[config.mk]
export PLATFORM = sky130hd
export DESIGN_NAME = alu_status_unit
export DESIGN_NICKNAME = d
export VERILOG_FILES = /design/src/rtl/alu_pkg.sv /design/src/rtl/alu_adder.sv /design/src/rtl/alu_core.sv /design/src/rtl/alu_status_reg.sv /design/src/rtl/alu_status_unit.sv
export SDC_FILE = /design/constraint.sdc
export NUM_CORES = 1
export LEC_CHECK = 0
export BUFFER_PORTS_ARGS = -buffer_cell sky130_fd_sc_hd__buf_2
export CAP_MARGIN = 10
export CORE_UTILIZATION = 60
export CTS_BUF_LIST = sky130_fd_sc_hd__clkbuf_8
export DETAILED_ROUTE_END_ITERATION = 7
export PLACE_DENSITY = 0.89
export SLEW_MARGIN = 0
export SYNTH_ARGS = -nofsm -noshare
export SYNTH_HDL_FRONTEND = slang
export SYNTH_HIERARCHICAL = 1
export SYNTH_SLANG_ARGS = --single-unit
[constraint.sdc]
create_clock -name clk -period 22.9 [get_ports clk]
set_input_delay 3.435 -clock clk [delete_from_list [all_inputs] [get_ports clk]]
set_output_delay 3.435 -clock clk [all_outputs]
set_load 0.01 [all_outputs]
[src/rtl/alu_pkg.sv]
package alu_pkg;

   typedef enum logic [2:0] {
      OP_PASS_A = 3'b000,
      OP_ADD    = 3'b001,
      OP_SUB    = 3'b010,
      OP_AND    = 3'b011,
      OP_XOR    = 3'b100,
      OP_PASS_B = 3'b101,
      OP_INC    = 3'b110,
      OP_OR     = 3'b111
   } alu_op_e;

   function automatic logic op_is_arith(input alu_op_e op);
      return (op == OP_ADD) || (op == OP_SUB) || (op == OP_INC);
   endfunction

endpackage

[src/rtl/alu_adder.sv]
module alu_adder #(
   parameter int WIDTH       = 16,
   parameter int ADDER_STYLE = 0
) (
   input  logic [WIDTH-1:0] add_x,
   input  logic [WIDTH-1:0] add_y,
   input  logic             add_cin,
   output logic [WIDTH-1:0] add_sum
);

   if (WIDTH < 2) begin : g_bad_width
      $error("alu_adder: WIDTH must be at least 2");
   end
   if (ADDER_STYLE != 0 && ADDER_STYLE != 1) begin : g_bad_style
      $error("alu_adder: ADDER_STYLE must be 0 or 1");
   end

   if (ADDER_STYLE == 0) begin : g_operator
      always_comb begin
         add_sum = add_x + add_y + {{(WIDTH-1){1'b0}}, add_cin};
      end
   end else begin : g_ripple
      logic [WIDTH:0] carry;
      assign carry[0] = add_cin;
      for (genvar i = 0; i < WIDTH; i++) begin : g_bit
         assign add_sum[i]   = add_x[i] ^ add_y[i] ^ carry[i];
         assign carry[i+1]   = (add_x[i] & add_y[i]) |
                               (carry[i] & (add_x[i] ^ add_y[i]));
      end
   end

endmodule

[src/rtl/alu_core.sv]
module alu_core
   import alu_pkg::*;
#(
   parameter int WIDTH       = 16,
   parameter int ADDER_STYLE = 0
) (
   input  logic [WIDTH-1:0] core_a,
   input  logic [WIDTH-1:0] core_b,
   input  logic [2:0]       core_op,
   output logic [WIDTH-1:0] core_result,
   output logic             core_exc,
   output logic             core_zero
);

   localparam int MSB = WIDTH - 1;

   alu_op_e          op_dec;
   logic [WIDTH-1:0] y_eff;
   logic             cin_eff;
   logic [WIDTH-1:0] sum;

   assign op_dec = alu_op_e'(core_op);

   always_comb begin
      y_eff   = core_b;
      cin_eff = 1'b0;
      if (op_dec == OP_SUB) begin
         y_eff   = ~core_b;
         cin_eff = 1'b1;
      end else if (op_dec == OP_INC) begin
         y_eff   = '0;
         cin_eff = 1'b1;
      end
   end

   alu_adder #(
      .WIDTH       (WIDTH),
      .ADDER_STYLE (ADDER_STYLE)
   ) u_adder (
      .add_x   (core_a),
      .add_y   (y_eff),
      .add_cin (cin_eff),
      .add_sum (sum)
   );

   always_comb begin
      core_result = '0;
      core_exc    = 1'b0;
      unique case (op_dec)
         OP_PASS_A: core_result = core_a;
         OP_ADD: begin
            core_result = sum;
            core_exc    = (core_a[MSB] == core_b[MSB]) && (sum[MSB] != core_a[MSB]);
         end
         OP_SUB: begin
            core_result = sum;
            core_exc    = (core_a[MSB] != core_b[MSB]) && (sum[MSB] != core_a[MSB]);
         end
         OP_AND:    core_result = core_a & core_b;
         OP_XOR:    core_result = core_a ^ core_b;
         OP_PASS_B: core_result = core_b;
         OP_INC: begin
            core_result = sum;
            core_exc    = !core_a[MSB] && sum[MSB];
         end
         OP_OR:     core_result = core_a | core_b;
      endcase
   end

   assign core_zero = ~|core_result;

endmodule

[src/rtl/alu_status_reg.sv]
module alu_status_reg #(
   parameter int WIDTH = 16
) (
   input  logic             clk,
   input  logic             rst_n,
   input  logic             cap_en,
   input  logic [WIDTH-1:0] cap_result,
   input  logic             cap_exc,
   input  logic             cap_zero,
   output logic [WIDTH-1:0] held_result,
   output logic             held_exc,
   output logic             held_zero
);

   always_ff @(posedge clk or negedge rst_n) begin
      if (!rst_n) begin
         held_result <= '0;
         held_exc    <= 1'b0;
         held_zero   <= 1'b0;
      end else if (cap_en) begin
         held_result <= cap_result;
         held_exc    <= cap_exc;
         held_zero   <= cap_zero;
      end
   end


   hold_when_idle_chk: assert property (@(posedge clk) disable iff (!rst_n)
      !cap_en |=> $stable(held_result) && $stable(held_exc) && $stable(held_zero));


   capture_on_load_chk: assert property (@(posedge clk) disable iff (!rst_n)
      cap_en |=> (held_result == $past(cap_result)) && (held_exc == $past(cap_exc))
                 && (held_zero == $past(cap_zero)));

endmodule

[src/rtl/alu_status_unit.sv]
module alu_status_unit
   import alu_pkg::*;
#(
   parameter int DATA_W      = 16,
   parameter int OP_W        = 3,
   parameter int ADDER_STYLE = 1
) (
   input  logic              clk,
   input  logic              rst_n,
   input  logic [DATA_W-1:0] opnd_a,
   input  logic [DATA_W-1:0] opnd_b,
   input  logic [OP_W-1:0]   op_sel,
   input  logic              load_stat,
   output logic [DATA_W-1:0] alu_result,
   output logic              alu_zero,
   output logic              alu_exc,
   output logic [DATA_W-1:0] stat_result,
   output logic              stat_exc,
   output logic              stat_zero
);

   if (OP_W != 3) begin : g_bad_op_w
      $error("alu_status_unit: OP_W must be 3");
   end

   alu_core #(
      .WIDTH       (DATA_W),
      .ADDER_STYLE (ADDER_STYLE)
   ) u_core (
      .core_a      (opnd_a),
      .core_b      (opnd_b),
      .core_op     (op_sel[2:0]),
      .core_result (alu_result),
      .core_exc    (alu_exc),
      .core_zero   (alu_zero)
   );

   alu_status_reg #(
      .WIDTH (DATA_W)
   ) u_stat (
      .clk         (clk),
      .rst_n       (rst_n),
      .cap_en      (load_stat),
      .cap_result  (alu_result),
      .cap_exc     (alu_exc),
      .cap_zero    (alu_zero),
      .held_result (stat_result),
      .held_exc    (stat_exc),
      .held_zero   (stat_zero)
   );


   inputs_known_chk: assert property (@(posedge clk) disable iff (!rst_n)
      !$isunknown({opnd_a, opnd_b, op_sel, load_stat}));


   exc_only_arith_chk: assert property (@(posedge clk) disable iff (!rst_n)
      alu_exc |-> op_is_arith(alu_op_e'(op_sel[2:0])));


   held_zero_result_chk: assert property (@(posedge clk) disable iff (!rst_n)
      stat_zero |-> (stat_result == '0));


   comb_zero_result_chk: assert property (@(posedge clk) disable iff (!rst_n)
      alu_zero |-> (alu_result == '0));


   reset_clear_chk: assert property (@(posedge clk)
      !rst_n |-> (stat_result == '0) && !stat_exc && !stat_zero);

endmodule

==> results.json <==
{
  "use_met1_pct": 41.0,
  "synth-async-reset-ratio_pct": 100,
  "synth_xor_area_share_pct": 0.828,
  "slowest_delay_ps": 610,
  "switchingPower_uw": 60.1,
  "synthFlopType": "dfrtp_1",
  "io-pin-count": 74,
  "grt_pass1_wl_um": 12000,
  "cap_violations": 0,
  "num_vias": 2684,
  "place.gp.congestion": 0.920,
  "grt_use_met2_pct": 49.0,
  "synth-adder-area-share_pct": 24.8,
  "cts_tree": "done",
  "cp-startpoint": "op_sel[0]",
  "layout-drive-gt1-share_pct": 25.6,
  "ff2ff_setup_slack_ps": 22100,
  "busiest_layer": "met2",
  "synth.area.mux_share_pct": 11.3,
  "clockRootBuffer": "clkbuf_8",
  "crit_fanout": 46,
  "insertedDiodeCount": 0,
  "start_kind": "input pin",
  "fin_setup_tns_ps": 0,
  "seqPwrFrac_pct": 28.2,
  "die_w_um": 71.2,
  "min_from": "u_stat/held_result[2]$_DFFE_PN0P_",
  "clkPwrFrac_pct": 15.0,
  "slew_viol_final": 0,
  "die_area_um2": 5070,
  "synth_compound_area_share_pct": 21.4,
  "max_freq_mhz": 62.3,
  "place.port_buffers": 73,
  "grt_setup_unrepaired": "false",
  "clkLatencyLatePin_ps": 250,
  "cts.clk_slew.worst_paths_ps": 70,
  "synth_top_family_by_area": "adder cells",
  "mostFrequentLayoutCells": "73 x buf_2, 53 x inv_1, 33 x ha_1, 26 x nand2_1, 26 x o21ai_0",
  "place_inst": 435,
  "power.density_nw_per_um2": 46.1,
  "grt_antenna_before_repair": 0,
  "viasPerCell": 6.13,
  "fin_skew_ps": 0,
  "synth_simple_gate_area_share_pct": 12.8,
  "fin_cells": 438,
  "syn_inst": 334,
  "start_util_pct": 64.2,
  "grt_max_degree": 53,
  "syn_nets": 420,
  "htree_levels": 1,
  "dieHeight_um": 71.2,
  "reg2reg_from": "u_stat/held_exc$_DFFE_PN0P_",
  "cts_buffer_depth": 2,
  "fin_crit_sh_pct": 70.1,
  "worstPathRequired_ps": 19470,
  "vdd_drop_max_mv": 0.0418,
  "p_comb_share_pct": 56.8,
  "p_leak_nw": 1.68,
  "final_common_cell": "buf_2",
  "r2r_end": "u_stat/held_exc$_DFFE_PN0P_",
  "drc": 3,
  "cp.arrival_ps": 12610,
  "slew_headroom_pct": 39.8,
  "setup_viol": 0,
  "cts_sinks": 18,
  "ys_ff_latch": 18,
  "cts_buffers": 3,
  "drt-pass1-iter-count": 8,
  "cts_resized": 0,
  "p_sw_share_pct": 41.1,
  "synth_area_um2": 2870,
  "violations": "design-rule violations",
  "area_delta_synth_final_pct": 10.3,
  "cts_setup_buffers": 0,
  "r2r_cells": 1,
  "hold_end": "u_stat/held_result[2]$_DFFE_PN0P_",
  "fill_cells": 377,
  "power.internal_uw": 86.1,
  "drt-initial-drc-count": 217,
  "ctsHoldBuffers": 0,
  "avgSynthCellArea_um2": 8.60,
  "layout_min_cycle_time_ps": 16040,
  "track_usage_pct": 29.9,
  "min_delay_path_depth": 1,
  "met3_usage_pct": 3.28,
  "synth_cell_types": 46,
  "grt_overflow": 0,
  "coreArea_um2": 4470,
  "ant_nets": 0,
  "synth_edf_count": 0,
  "worstMarginPinSlew_ps": 901,
  "grt_pass1_vias": 2515,
  "status": "complete, but fails checks",
  "crit_type": "in -> out",
  "wl_per_cell_um": 17.4,
  "crit_slowest_cell": "buf_2",
  "wirelength_um": 7610,
  "dp_hpwl_um": 5600,
  "fp-row-count": 24,
  "synth_warnings": 6,
  "cpMostUsedCell": "fa_1",
  "cp-end-kind": "output port",
  "nets": 474,
  "yosysSeqAreaShare_pct": 15.7,
  "min_path_type": "reg -> reg",
  "hold_viol": 0
}
worst max path at each step:
stage          endpoint  slack [ps]  depth (start not counted)
3_3_place_gp   alu_zero        7320                         29
2_1_floorplan  alu_zero        8360                         30
3_5_place_dp   alu_zero        7010                         29
5_1_grt        alu_zero        6500                         29
4_1_cts        alu_zero        7000                         29
6_report       alu_zero        6860                         29
kinds of logic (layout without fill, tap and decap cells):
group / Yosys count / in the layout
multiplexers: 24 / 24
AO/OA/AOI/OAI: 89 / 89
flip-flops: 18 / 18
AND/OR/NAND/NOR: 77 / 77
buffers and inverters: 77 / 129
XOR/XNOR: 1 / 1
adder cells (fa/ha/maj): 48 / 48
cell usage after synthesis, drive strengths merged, types with 2 or more instances:
| cell | n | area, µm² |
|---|---|---|
| nor4 | 2 | 12.5 |
| o221ai | 12 | 105 |
| a22o | 6 | 52.6 |
| o21bai | 5 | 37.5 |
| nor2b | 12 | 75.1 |
| o22ai | 4 | 25.0 |
| a32oi | 2 | 17.5 |
| a222oi | 2 | 20.0 |
| mux2 | 18 | 240 |
| nand2 | 27 | 104 |
| or3 | 2 | 17.5 |
| fa | 15 | 300 |
| o21ai | 26 | 130 |
| a211oi | 4 | 30.0 |
| a21oi | 8 | 40.0 |
| inv | 53 | 199 |
| a211o | 2 | 17.5 |
| nor2 | 23 | 86.3 |
| mux4 | 2 | 45.0 |
| ha | 33 | 413 |
| mux2i | 4 | 40.0 |
| buf | 20 | 161 |
| clkbuf | 4 | 15.0 |
| a221oi | 2 | 17.5 |
| dfrtp | 18 | 450 |
| o22a | 3 | 26.3 |
| a31oi | 3 | 18.8 |
| nand2b | 5 | 31.3 |
| o211ai | 2 | 15.0 |
| a22oi | 7 | 52.6 |
cell type report:
cell class	count	area, µm²	share of cell area [%]
timing repair buffer	73	365	11.5
multi-input combinational	239	2050	64.6
sequential	18	450	14.2
tap	52	65.1	2.05
clock buffer	3	41.3	1.30
inverter	53	199	6.28
worst max-delay path, delay by kind of cell:
family                     cells  cell delay, ps
AOI/OAI and AO/OA              3             490
xor gates and xnor gates       1             460
and+or+nand+nor                6            1630
buffers and inverters          4             890
adders and majority gates     15            5690
layer usage:
layer / up-vias / routed length [µm] / share of wire (%)
li1: 1258 / - / -
met1: 1262 / 3160 / 41
met2: 142 / 3720 / 49
met3: 22 / 512 / 6.7
met4: 0 / 225 / 3.0
met5: - / 0 / 0
stage by stage:
step	setup slack, ps	util (%)	area, µm²	power (mW)	hold slack (ps)
2_1_floorplan	8360	-	2870	0.0952	551
3_3_place_gp	7320	69.9	3130	0.120	484
3_5_place_dp	7010	69.9	3130	0.123	491
4_1_cts	7000	70.8	3170	0.145	506
5_1_grt	6500	70.8	3170	0.156	517
6_report	6860	70.8	3170	0.146	499
flip-flops by register name, indices dropped and copies added (netlist names):
signal              count
u_stat/held_exc         1
u_stat/held_result     16
u_stat/held_zero        1
power groups by stage:
stage	Combinational (mW)	Sequential [mW]	Clock, mW
floorplan	0.0507	0.0445	0
global placement	0.0785	0.0412	0
detailed placement	0.0811	0.0415	0
CTS	0.0819	0.0410	0.0217
global route	0.0906	0.0418	0.0234
finish	0.0830	0.0412	0.0219
Note: power is estimated with default switching activity, not from simulation.
